==> src/rtl/mmio_gpio_port.sv <==
module mmio_gpio_port #(
  parameter int WIDTH        = 32,
  parameter int BIT_REVERSE  = 0,
  parameter int BYTE_SWAP    = 0,
  parameter int DIR_IS_INPUT = 0
) (
  input  logic             clk,
  input  logic             rst_n,
  input  logic             bus_sel,
  input  logic             bus_en,
  input  logic             bus_wr,
  input  logic [3:0]       bus_addr,
  input  logic [WIDTH-1:0] bus_wdata,
  output logic [WIDTH-1:0] bus_rdata,
  input  logic [WIDTH-1:0] pin_in,
  output logic [WIDTH-1:0] pin_out,
  output logic [WIDTH-1:0] pin_oe
);

  localparam int NBYTES = WIDTH / 8;
  localparam logic [3:0] OFS_DATA = 4'h0;
  localparam logic [3:0] OFS_SET  = 4'h4;
  localparam logic [3:0] OFS_CLR  = 4'h8;
  localparam logic [3:0] OFS_DIR  = 4'hC;
  localparam logic [WIDTH-1:0] DIR_RST = (DIR_IS_INPUT != 0) ? {WIDTH{1'b1}} : {WIDTH{1'b0}};

  if (WIDTH != 8 && WIDTH != 16 && WIDTH != 32 && WIDTH != 64) begin : g_bad_width
    $error("mmio_gpio_port: WIDTH must be 8, 16, 32 or 64");
  end
  if (BYTE_SWAP != 0 && WIDTH == 64) begin : g_bad_swap
    $error("mmio_gpio_port: byte-lane swap is not allowed at 64 bits");
  end

  function automatic logic [WIDTH-1:0] lane_swap(input logic [WIDTH-1:0] v);
    logic [WIDTH-1:0] r;
    r = v;
    if (BYTE_SWAP != 0)
      for (int i = 0; i < NBYTES; i++) r[8*i +: 8] = v[8*(NBYTES-1-i) +: 8];
    return r;
  endfunction

  function automatic logic [WIDTH-1:0] bit_order(input logic [WIDTH-1:0] v);
    logic [WIDTH-1:0] r;
    r = v;
    if (BIT_REVERSE != 0)
      for (int i = 0; i < WIDTH; i++) r[i] = v[WIDTH-1-i];
    return r;
  endfunction

  logic [WIDTH-1:0] latch_q, dir_q, sync1_q, sync2_q, wpins;
  logic wr_acc, rd_acc;

  assign wr_acc  = bus_sel & bus_en & bus_wr;
  assign rd_acc  = bus_sel & bus_en & ~bus_wr;
  assign wpins   = bit_order(lane_swap(bus_wdata));
  assign pin_out = latch_q;
  assign pin_oe  = (DIR_IS_INPUT != 0) ? ~dir_q : dir_q;

  always_ff @(posedge clk) begin
    if (!rst_n) begin
      latch_q <= '0;
      dir_q   <= DIR_RST;
    end else if (wr_acc) begin
      case (bus_addr)
        OFS_DATA: latch_q <= wpins;
        OFS_SET:  latch_q <= latch_q | wpins;
        OFS_CLR:  latch_q <= latch_q & ~wpins;
        OFS_DIR:  dir_q   <= wpins;
        default: ;
      endcase
    end
  end

  always_ff @(posedge clk) begin
    if (!rst_n) begin
      sync1_q <= '0;
      sync2_q <= '0;
    end else begin
      sync1_q <= pin_in;
      sync2_q <= sync1_q;
    end
  end

  always_ff @(posedge clk) begin
    if (!rst_n) bus_rdata <= '0;
    else if (rd_acc) begin
      case (bus_addr)
        OFS_DATA: bus_rdata <= lane_swap(bit_order(sync2_q));
        OFS_SET:  bus_rdata <= lane_swap(bit_order(latch_q));
        OFS_DIR:  bus_rdata <= lane_swap(bit_order(dir_q));
        default:  bus_rdata <= '0;
      endcase
    end
  end

  a_r3_set_never_lowers: assert property (@(posedge clk) disable iff (!rst_n)
    (wr_acc && bus_addr == OFS_SET) |=> ((pin_out & $past(pin_out)) == $past(pin_out)));

  a_r4_clear_never_raises: assert property (@(posedge clk) disable iff (!rst_n)
    (wr_acc && bus_addr == OFS_CLR) |=> ((pin_out & ~$past(pin_out)) == '0));

  a_r10_idle_holds_pins: assert property (@(posedge clk) disable iff (!rst_n)
    !wr_acc |=> ($stable(pin_out) && $stable(pin_oe)));

  a_r5_oe_only_on_dir_write: assert property (@(posedge clk) disable iff (!rst_n)
    !(wr_acc && bus_addr == OFS_DIR) |=> $stable(pin_oe));

  a_r9_unmapped_read_zero: assert property (@(posedge clk) disable iff (!rst_n)
    (rd_acc && bus_addr != OFS_DATA && bus_addr != OFS_SET && bus_addr != OFS_DIR) |=> (bus_rdata == '0));

  a_r9_rdata_holds: assert property (@(posedge clk) disable iff (!rst_n)
    !rd_acc |=> $stable(bus_rdata));

endmodule

==> config.mk <==
export PLATFORM = sky130hd
export DESIGN_NAME = mmio_gpio_port
export DESIGN_NICKNAME = d
export VERILOG_FILES = /design/src/rtl/mmio_gpio_port.sv
export SDC_FILE = /design/constraint.sdc
export NUM_CORES = 1
export LEC_CHECK = 0
export ABC_AREA = 1
export ABC_CLOCK_PERIOD_IN_PS = 1050
export BUFFER_PORTS_ARGS = -buffer_cell sky130_fd_sc_hd__buf_2
export CORE_MARGIN = 2
export CORE_UTILIZATION = 40
export CTS_BUF_LIST = sky130_fd_sc_hd__clkbuf_4
export DETAILED_ROUTE_END_ITERATION = 8
export GPL_ROUTABILITY_DRIVEN = 1
export HOLD_SLACK_MARGIN = 0.08
export PLACE_DENSITY = 0.66
export RECOVER_POWER = 100
export SLEW_MARGIN = 30
export SYNTH_ARGS = -nofsm -noshare
export SYNTH_HDL_FRONTEND = slang
export SYNTH_SLANG_ARGS = --single-unit
==> constraint.sdc <==
create_clock -name clk -period 1.05 [get_ports clk]
set_input_delay 0.105 -clock clk [delete_from_list [all_inputs] [get_ports clk]]
set_output_delay 0.105 -clock clk [all_outputs]
set_load 0.02 [all_outputs]
# == After elaboration in Yosys (flattened, before gate mapping) ==
# Cells that the tools add are included.
# classes
n_eq_ne,3
mux,2
bitwise,7
n_reduce_logical,4
# ops
operator,n
$pmux 32 s3,2
$and 32x32->32,1
$not 32->32,1
$or 32x32->32,1
$eq 4x4->1 const B,2
$eq 4x3->1 const B,1
$logic_not 4->1,1
$reduce_and 2->1,2
$and 1x1->1,3
$reduce_bool 3->1,1
$not 1->1,1
# word_totals
regBits,160
in_bits,73
out_inout_bits,96
elab_cells,21

# == Longest topological paths before layout ==
# logic_depth
depth_word,3
mapped_depth,7
depth_no_buf,6

# == Worst setup path after synthesis ==
# No wires, ideal clock.
# synth_path
path_type,input to register
from,input port bus_addr[1]
to,register latch_q[0] (netlist: pin_out[0])
setup_ns,0.070
arrival_time_ns,0.942
path_slack_ns,0.037
path_stages,7
n_path_buf,2
path_cell_list,nor2_2 -> buf_2 -> buf_2 -> nand4_1 -> nand2_1 -> nand2_1 -> a21oi_1
# synth_between
elab_chain_cells,3
# synth_rtl
element,line_no,source
start: declaration,12,"input logic [3:0] bus_addr,"
"$eq 4x4->1, or another cell as far along",64,case (bus_addr)
$reduce_bool 3->1 (no line),-,
$reduce_and 2->1 (no line),-,
end signal: assignment,65,OFS_DATA: latch_q <= wpins;
end signal: assignment,66,OFS_SET: latch_q <= latch_q | wpins;
end signal: assignment,67,OFS_CLR: latch_q <= latch_q & ~wpins;
end: declaration,50,"logic [WIDTH-1:0] latch_q, dir_q, sync1_q, sync2_q, wpins;"
# Several ways; a longest one is shown, not always the timed one.
# A chain may end at the register's enable or synchronous reset.

==> metrics.md <==
| Metric | Value |
|---|---|
| Area grow syn2layout | 60.9% |
| GPL Wtd Cong | around 0.85 |
| Final slew viol count | 0 |
| Register bit total from synthesis | 160 |
| Antenna violations before repair | 1 |
| Tightest Hold Check Type | in2reg |
| Most frequent cells in the layout | nand2_1 (195), nand3_1 (158), buf_4 (112), dlygate4sd3_1 (103), inv_1 (100) |
| Iteration-0 DRC Markers | 561 |
| Maximum vdd drop | 0.555 mV |
| Remaining DRCs | 0 |
| Row count | 45 |
| Fin crit share | 1.11 |
| Status | finished, violations left |
| Critical path, cell by cell | buf_4, buf_4, dlygate4sd3_1, o21ai_0, a21oi_1 |
| DP Wirelength | 13000 um |
| CP peak stage delay | 920 ps |
| Die Wd | about 130 um |
| Delay-heaviest family, CP | buffers and inverters |
| Crit path launch type | primary input |
| H-tree levels | 4 |
| Number of CTS-inserted buffers | 17 |
| Fmax | 855 MHz |
| Final TNS setup | -10220 ps |
| Failing checks | negative setup slack |
| Clock Path Buffers | 2 |
| CP Capture Type | register |
| Starting Density | 0.412 |
| TritonRoute pass-1 iters | 6 |
| Finish-stage setup viols | ~140 |
| Cell variety after synth | 16 |
| Critical path fanouts, max | 14 |
| IO Port Bufs | 168 |
| DR WL/cell | 15.4 um |
| Syn Std Cell Area | 0.00631 sq mm |
| Most frequent CP cell | buf_4 |
| Total global-route track usage | 0.259 |
| Vias in the first global route | 6772 |
| Max_cap viols | 0 |
| Worst Path Buf+Inv | 3 |
| Final Hold Viols | 0 |
| RSZ-0062 raised after global routing | true |
| Leak | 0.00476 uW |
| Yosys Warn Count | 0 |
| Share of cells above drive strength 1 | 0.347 |
| Most common cell after layout, fill and taps aside | nand2_1 |
| Seq/Total Area, Yosys | 0.508 |
| Setup Crit Path Kind | in2reg |
| Area of the core | between 0.015 and 0.02 sq mm |
| Final antenna-violating net count | 0 |
| CP required | ~1500 ps |
| Mapped Avg Cell Area | 7.40 sq um |
| GRT Residual Overflow | 0 |
| Reg clk slew, reported paths | 130 ps |
| Final wirelength | 21900 um |
| Critical Path AT | 1650 ps |
| Die Area | 0.0168 sq mm |
| Top Ports | about 170 |
| Crit path depth | 5 |
| Worst skew pair latency | 560 ps |
| Syn nets | 926 |
| # clock sinks | 160 |
| R2R depth | 6 |
| Final Util | 0.663 |
| Layout Nets | 1274 |
| Cell count after synthesis | 853 |
| Routed vias/inst | 5.05 |
| First-pass GRT wire length | 34000 um |
| Power Density | 1030 mW/mm^2 |
| CTS tree | built |
| Min Tclk post-route | 1170 ps |
| Slowest-stage cell, CP | dlygate4sd3_1 |
| Final setup margin | -120 ps |
| Die Span Y | 130 um |
| Largest net degree at the start of global routing | 49 |
| Worst Hold Depth | 4 |
| DR vias | 7186 |
| Slew @ Worst Pin | between 600 and 700 ps |
| Pre-CTS setup slack | -199 ps |
| Slew Limit Headroom | 0.596 |
| Clock Skew | 18.9 ps |
| Clock root cell | clkbuf_4 |
[worst min-delay path: stages]
cell and delay [ps]:
buf_4 140, buf_12 170, nand2_1 80, inv_1 40
[cells by family (layout without fill, tap and decap cells)]
group,Yosys count,count (layout),synth area share
compound gates,128,128,0.102
flops,160,160,0.508
simple gates,397,397,0.284
buf+inv,168,527,0.107
other cells,0,1,0
[flip-flops by register name (all words and copies together) (netlist names)]
signal,cells
bus_rdata,32
pin_oe,32
pin_out,32
sync1_q,32
sync2_q,32
[path summary, 6_finish.rpt]
check                                             endpoint                     start  slack [ps]
worst min register to register      sync2_q[25]$_SDFF_PN0_    sync1_q[25]$_SDFF_PN0_         410
worst max register to register  bus_rdata[10]$_SDFFE_PN0P_  pin_out[10]$_SDFFE_PN0P_           0
worst min-delay path                sync2_q[14]$_SDFF_PN0_                     rst_n           9
worst max-delay path               pin_oe[31]$_SDFFE_PN0P_                     rst_n        -120
[layer usage]
metal,routed length (um),track usage,vias up
li1,-,-,3471
met1,9250,0.326,3245
met2,10000,0.410,393
met3,1810,0.0677,77
met4,843,0.133,0
met5,0,0,-
[timing repair]
item | 4_1_cts | 5_1_grt
gates resized for setup | 288 | 12
hold buffers | 110 | 1
endpoints found under the setup margin | 96 | 157
pin swaps | 0 | 5
setup buffers | 65 | 17
endpoints found under the hold margin | 159 | 42
[cells in the mapped netlist, drive strengths merged]
| cell | instances | area (sq um) |
|---|---|---|
| nand3 | 162 | 811 |
| buf | 38 | 186 |
| nand2 | 197 | 742 |
| dfxtp | 160 | 3200 |
| inv | 101 | 379 |
| a21oi | 96 | 480 |
| nor2 | 6 | 40.0 |
| o21ai | 32 | 160 |
| clkbuf | 29 | 109 |
| nand4 | 32 | 200 |
[metrics by stage]
stage               power, uW  hold slack, ps  cell area, sq um  std cells
floorplan                6870             203              6310        853
global placement         7350             289              7620       1208
detailed placement       7360             290              7620       1208
CTS                     10500           -17.6             10100       1413
global route            10900           -20.2             10200       1424
finish                  10500            9.19             10200       1424
[power by group]
part / leakage (uW) / internal [uW] / switching [uW]
clock: 0.000104 / 822 / 2050
sequential: 0.00135 / 6210 / 53.1
combinational: 0.00331 / 643 / 697
total: 0.00476 / 7670 / 2800
[cell type report]
cell class	instances	area, sq um
Antenna cell	1	2.50
Multi-Input combinational cell	525	2470
Clock buffer	17	128
Tap cell	211	264
Fill cell	1279	5160
Clock inverter	13	56.3
Sequential cell	160	3320
Timing Repair Buffer	396	3530
Inverter	101	379
Power figures use the tool's default switching activity.
